$ cat config.mk
export PLATFORM = sky130hd
export DESIGN_NAME = stsp_status_pin
export DESIGN_NICKNAME = d
export VERILOG_FILES = /design/src/rtl/stsp_pkg.sv /design/src/rtl/stsp_mode_reg.sv /design/src/rtl/stsp_done_detect.sv /design/src/rtl/stsp_pulse_timer.sv /design/src/rtl/stsp_status_pin.sv
export SDC_FILE = /design/constraint.sdc
export NUM_CORES = 1
export LEC_CHECK = 0
export BUFFER_PORTS_ARGS = -buffer_cell sky130_fd_sc_hd__buf_4
export CAP_MARGIN = 20
export CORE_AREA = 2 2 39 41
export CTS_CLUSTER_SIZE = 25
export DETAILED_ROUTE_END_ITERATION = 8
export DIE_AREA = 0 0 41 43
export PLACE_DENSITY = 0.51
export RECOVER_POWER = 50
export SLEW_MARGIN = 20
export SYNTH_ARGS = -nofsm -noshare
export SYNTH_HDL_FRONTEND = slang
export SYNTH_SLANG_ARGS = --single-unit
$ cat constraint.sdc
create_clock -name clk -period 1.96 [get_ports clk]
set_input_delay 0.392 -clock clk [delete_from_list [all_inputs] [get_ports clk]]
set_output_delay 0.392 -clock clk [all_outputs]
set_load 0.05 [all_outputs]
$ cat src/rtl/stsp_pkg.sv
// Package: shared encodings for the status pin controller.
// Assumes the WSM operation code is two bits wide.
package stsp_pkg;

    typedef enum logic [1:0] {
        STS_LEVEL      = 2'd0,
        STS_ERASE_DONE = 2'd1,
        STS_PROG_DONE  = 2'd2,
        STS_ANY_DONE   = 2'd3
    } sts_mode_e;

    typedef enum logic [1:0] {
        OP_BLK_ERASE  = 2'd0,
        OP_CHIP_ERASE = 2'd1,
        OP_PROGRAM    = 2'd2,
        OP_LOCK_CFG   = 2'd3
    } wsm_op_e;

    // True for either erase flavour
    function automatic logic op_is_erase(input wsm_op_e op);
        return (op == OP_BLK_ERASE) || (op == OP_CHIP_ERASE);
    endfunction

endpackage

$ cat src/rtl/stsp_mode_reg.sv
// Module: holds the pin reporting mode.
// Assumes cfg_wr is a single-cycle strobe from the command decoder.
module stsp_mode_reg
    import stsp_pkg::*;
(
    input  logic      clk,
    input  logic      rst_n,
    input  logic      cfg_wr,
    input  logic [1:0] cfg_mode,
    output sts_mode_e mode_q
);

    // Load a new mode on the strobe; reset selects level reporting
    always_ff @(posedge clk) begin
        if (!rst_n) begin
            mode_q <= STS_LEVEL;
        end else if (cfg_wr) begin
            mode_q <= sts_mode_e'(cfg_mode);
        end
    end

endmodule

$ cat src/rtl/stsp_done_detect.sv
// Module: registers WSM activity and flags completions by kind.
// Assumes wsm_op is stable while wsm_busy is high.
module stsp_done_detect
    import stsp_pkg::*;
(
    input  logic       clk,
    input  logic       rst_n,
    input  logic       wsm_busy,
    input  logic [1:0] wsm_op,
    input  logic       wsm_suspended,
    output logic       busy_q,
    output logic       susp_q,
    output wsm_op_e    op_q,
    output logic       erase_done,
    output logic       prog_done
);

    logic done;

    // Capture busy, suspend and the running operation code
    always_ff @(posedge clk) begin
        if (!rst_n) begin
            busy_q <= 1'b0;
            susp_q <= 1'b0;
            op_q   <= OP_BLK_ERASE;
        end else begin
            busy_q <= wsm_busy;
            susp_q <= wsm_suspended;
            if (wsm_busy) begin
                op_q <= wsm_op_e'(wsm_op);
            end
        end
    end

    // A falling busy marks the end of the latched operation
    always_comb begin
        done       = busy_q && !wsm_busy;
        erase_done = done && op_is_erase(op_q);
        prog_done  = done && (op_q == OP_PROGRAM);
    end

endmodule

$ cat src/rtl/stsp_pulse_timer.sv
// Module: down-counter that holds a pulse active for PULSE_CYC cycles.
// Assumes PULSE_CYC >= 1; clear has priority over trigger.
module stsp_pulse_timer #(
    parameter int PULSE_CYC = 4
) (
    input  logic clk,
    input  logic rst_n,
    input  logic clear,
    input  logic trigger,
    output logic active
);

    localparam int CW = $clog2(PULSE_CYC + 1);

    logic [CW-1:0] cnt;

    // Reload on trigger, count down to zero otherwise
    always_ff @(posedge clk) begin
        if (!rst_n) begin
            cnt <= '0;
        end else if (clear) begin
            cnt <= '0;
        end else if (trigger) begin
            cnt <= CW'(PULSE_CYC);
        end else if (cnt != '0) begin
            cnt <= cnt - 1'b1;
        end
    end

    // Pulse is live while the count is non-zero
    always_comb active = (cnt != '0);

endmodule

$ cat src/rtl/stsp_status_pin.sv
// Module: top of the configurable ready/busy status pin.
// Level mode follows WSM activity; pulse modes flag selected completions.
// Assumes the pad inverts nothing: drive_low enables the pull-down.
module stsp_status_pin
    import stsp_pkg::*;
#(
    parameter int PULSE_CYC = 4
) (
    input  logic       clk,
    input  logic       rst_n,
    input  logic       wsm_busy,
    input  logic [1:0] wsm_op,
    input  logic       wsm_suspended,
    input  logic       cfg_wr,
    input  logic [1:0] cfg_mode,
    output logic       sts_drive_low,
    output logic       sts_hiz
);

    sts_mode_e mode_q;
    wsm_op_e   op_q;
    logic      busy_q;
    logic      susp_q;
    logic      erase_done;
    logic      prog_done;
    logic      trigger;
    logic      pulse_active;

    stsp_mode_reg i_mode (
        .clk      (clk),
        .rst_n    (rst_n),
        .cfg_wr   (cfg_wr),
        .cfg_mode (cfg_mode),
        .mode_q   (mode_q)
    );

    stsp_done_detect i_det (
        .clk           (clk),
        .rst_n         (rst_n),
        .wsm_busy      (wsm_busy),
        .wsm_op        (wsm_op),
        .wsm_suspended (wsm_suspended),
        .busy_q        (busy_q),
        .susp_q        (susp_q),
        .op_q          (op_q),
        .erase_done    (erase_done),
        .prog_done     (prog_done)
    );

    // Pick which completions the current mode reports
    always_comb begin
        unique case (mode_q)
            STS_ERASE_DONE: trigger = erase_done;
            STS_PROG_DONE:  trigger = prog_done;
            STS_ANY_DONE:   trigger = erase_done || prog_done;
            default:        trigger = 1'b0;
        endcase
    end

    stsp_pulse_timer #(
        .PULSE_CYC (PULSE_CYC)
    ) i_pulse (
        .clk     (clk),
        .rst_n   (rst_n),
        .clear   (cfg_wr),
        .trigger (trigger),
        .active  (pulse_active)
    );

    // Drive the pad from level activity or from the pulse timer
    always_comb begin
        if (mode_q == STS_LEVEL) begin
            sts_drive_low = busy_q && !susp_q;
        end else begin
            sts_drive_low = pulse_active;
        end
        sts_hiz = !sts_drive_low;
    end

endmodule

==> flow_metrics.py <==
metrics = {
    "setup_path": {
        "critPathKind": "reg2out",
        "crit_path_top_delay_cell": "dfxtp_1",
        "critPathTopFamily": "compound AO/OA/AOI/OAI gates",
        "cp_max_fo": 4,
        "reg2reg_from": "i_pulse.cnt[0]",
        "critPathCaptureType": "output pin",
        "critPathMaxStageDelay_ps": 320,
        "worst_ep_required_time_ps": 1570,
        "crit_buf_inv": 2,
        "worst_r2r_endpoint": "i_pulse.cnt[1]",
        "ff2ff_path_depth": 4,
        "start_kind": "flop",
        "crit_chain": "inv_1, ha_2, nand2b_4, o21ai_1, o41a_1, buf_6",
        "r2r_setup_slack_ps": 750,
        "cp.arrival_ps": 1450,
    },
    "clock_network": {
        "cts_tree": "built",
        "post_cts_buffers": 0,
        "cts_root_buf": "clkbuf_4",
        "clkLatencyLatePin_ps": 260,
        "cts-htree-levels": 1,
        "clk_pin_slew_ps": 60,
        "ctsHoldBuffers": 0,
        "clock_path_buffers": 2,
        "cts_resized": 0,
        "numCtsBuffers": 3,
        "cts.sinks": 9,
    },
    "job": {
        "cap_violations": 0,
    },
    "synth": {
        "synth-async-reset-ratio": 0,
        "syn_area_per_cell_sq_um": 10.7,
        "synth_top_area_share": 0.431,
        "netlist_area_sq_um": 418,
        "syn_nets": 50,
        "synth_top_area_cell": "dfxtp_1",
        "synth_edf_count": 0,
        "ys_warn_count": 0,
        "synthCells": 39,
        "yosysSeqAreaShare": 0.431,
        "ys_seq_elements": 9,
        "synth_ff_type": "dfxtp_1",
        "synth.distinct_cells": 19,
        "synthTopCellsByArea": "dfxtp_1 (43%), mux2i_1 (9.6%), ha_1 (6.0%), nor2b_1 (6.0%), nand2b_4 (3.3%)",
    },
    "worst_hold_path": {
        "min-delay-start": "wsm_suspended",
        "hold_end": "i_det.susp_q",
        "whs_path_depth": 2,
        "worstHoldPathType": "in2reg",
    },
    "placement": {
        "port_buffers": 10,
        "finalWeightedCongestion": 0.675,
        "dpl.hpwl_um": 622,
    },
    "routing": {
        "met1Wirelength_um": 314,
        "wl_per_cell_um": 11.0,
        "routed.top_layer": "met4",
        "drt_wl_total_um": 761,
        "wl_met2_um": 401,
        "final_antenna_net_count": 0,
        "vias_per_cell": 4.80,
        "via_count": 331,
        "dr_wl_met3_um": 37,
        "drt_first_pass_iters": 2,
        "drc": 0,
        "drtIter0Drc": 3,
    },
    "sta": {
        "clock.fmax_ghz": 0.544,
        "rsz0062_at_grt": "no",
        "fin_crit_sh": 0.939,
        "period_needed_ps": 1840,
        "tightest_slew_ps": 344,
        "finalSetupViolCount": 0,
        "final-hold-violation-count": 0,
        "finClkSkew_ps": 3.56,
        "setup-tns-final_ps": 0,
        "maxSlewViolCount": 0,
        "slew-limit-headroom": 0.770,
    },
    "run_status": {
        "outcome": "finished clean",
    },
    "finish": {
        "final_util": 0.397,
        "area_delta_synth_final_pct": 31.4,
        "final_cell_mix": "dfxtp_1 (9), buf_4 (8), mux2i_1 (4), nor2b_1 (4)",
        "drive_gt1_frac": 0.321,
        "final_nets": 65,
        "num_antenna_cells": 0,
        "final_common_cell": "dfxtp_1",
    },
    "grt": {
        "grt_max_degree": 8,
        "grt_pass1_vias": 343,
        "grt_pass1_wl_mm": 1.32,
        "antenna_found_initial": 0,
        "grt_use_total": 0.117,
        "overflow": 0,
    },
    "die": {
        "fp.coreArea_sq_um": 1380,
        "die_area_sq_um": 1760,
        "num_rows": 14,
        "die_x_um": 41,
        "die_y_um": 43,
        "ios": 11,
        "initial_core_util": 0.302,
    },
    "power_and_ir_drop": {
        "ir_drop_uv": 294,
        "power_density_nw_per_um2": 727,
        "power_uw": 399,
        "leakagePower_uw": 0.000237,
    },
}
-- stage by stage --
step / hold WS, ps / setup WS (ps) / std cells / area [sq um]
after floorplan: 473 / 189 / 39 / 425
after global placement: 489 / 426 / 65 / 520
after detailed placement: 504 / 379 / 65 / 520
after CTS: 329 / 68.5 / 69 / 547
after global routing: 342 / 13.7 / 69 / 549
final: 339 / 120 / 69 / 549
-- final cells by class --
| class | instances | area (sq um) |
|---|---|---|
| inverters | 3 | 11.3 |
| clock buffers | 4 | 26.3 |
| repair buffers | 10 | 75.1 |
| multi-input cells | 27 | 236 |
| fillers | 143 | 835 |
| flip-flops and latches | 9 | 180 |
| well taps | 16 | 20.0 |
-- cell families (layout without fill, tap and decap cells) --
kind of cell	after synthesis	in the layout	synth area share
compound gates	6	6	0.138
xor+xnor	1	1	0.0210
fa+ha+maj	2	2	0.0599
buf+inv	3	17	0.0269
flops	9	9	0.431
mux	5	5	0.123
simple gates	13	13	0.201
-- worst register-to-register path, delay by kind of cell, from the launching register on --
kind                       cells  cell delay, ps
buffers and inverters          1              80
AOI/OAI and AO/OA              1             400
and+or+nand+nor                1              70
DFF                            1             320
adders and majority gates      1             210
-- synthesized netlist by cell type (2+ instances only) --
library cell  number
nor2_1             2
nor2b_1            4
mux2i_1            4
nand2b_1           2
inv_1              3
ha_1               2
dfxtp_1            9
and2_1             2
-- report_power, final --
group	switching [uW]	leakage [uW]	total, uW	internal, uW
Combinational	29.7	0.000148	60.9	31.2
Clock	62.2	0.0000150	140	78.3
Sequential	6.80	0.0000739	198	191
Total	98.6	0.000237	399	301
-- sequential cells by signal (all words and copies together) (netlist names) --
register / cells
i_det.susp_q: 1
i_pulse.cnt: 3
i_det.busy_q: 1
i_det.op_q: 2
i_mode.mode_q: 2
-- per-layer routing --
layer / vias to the layer above / GRT usage
met1: 156 / 0.131
met4: 0 / 0.0800
met2: 8 / 0.181
met3: 2 / 0.0314
met5: - / 0
li1: 165 / -
-- worst max-delay path by stage --
stage,startpoint,end,slack [ps],cells past startpoint
after floorplan,i_mode.mode_q[0],sts_drive_low,190,1
after global placement,i_pulse.cnt[0],sts_hiz,430,6
after detailed placement,i_pulse.cnt[0],sts_hiz,380,6
after CTS,i_pulse.cnt[0],sts_hiz,70,6
after global routing,i_pulse.cnt[0],sts_hiz,10,6
final,i_pulse.cnt[0],sts_hiz,120,6
Note: power is estimated with default switching activity, not from simulation.
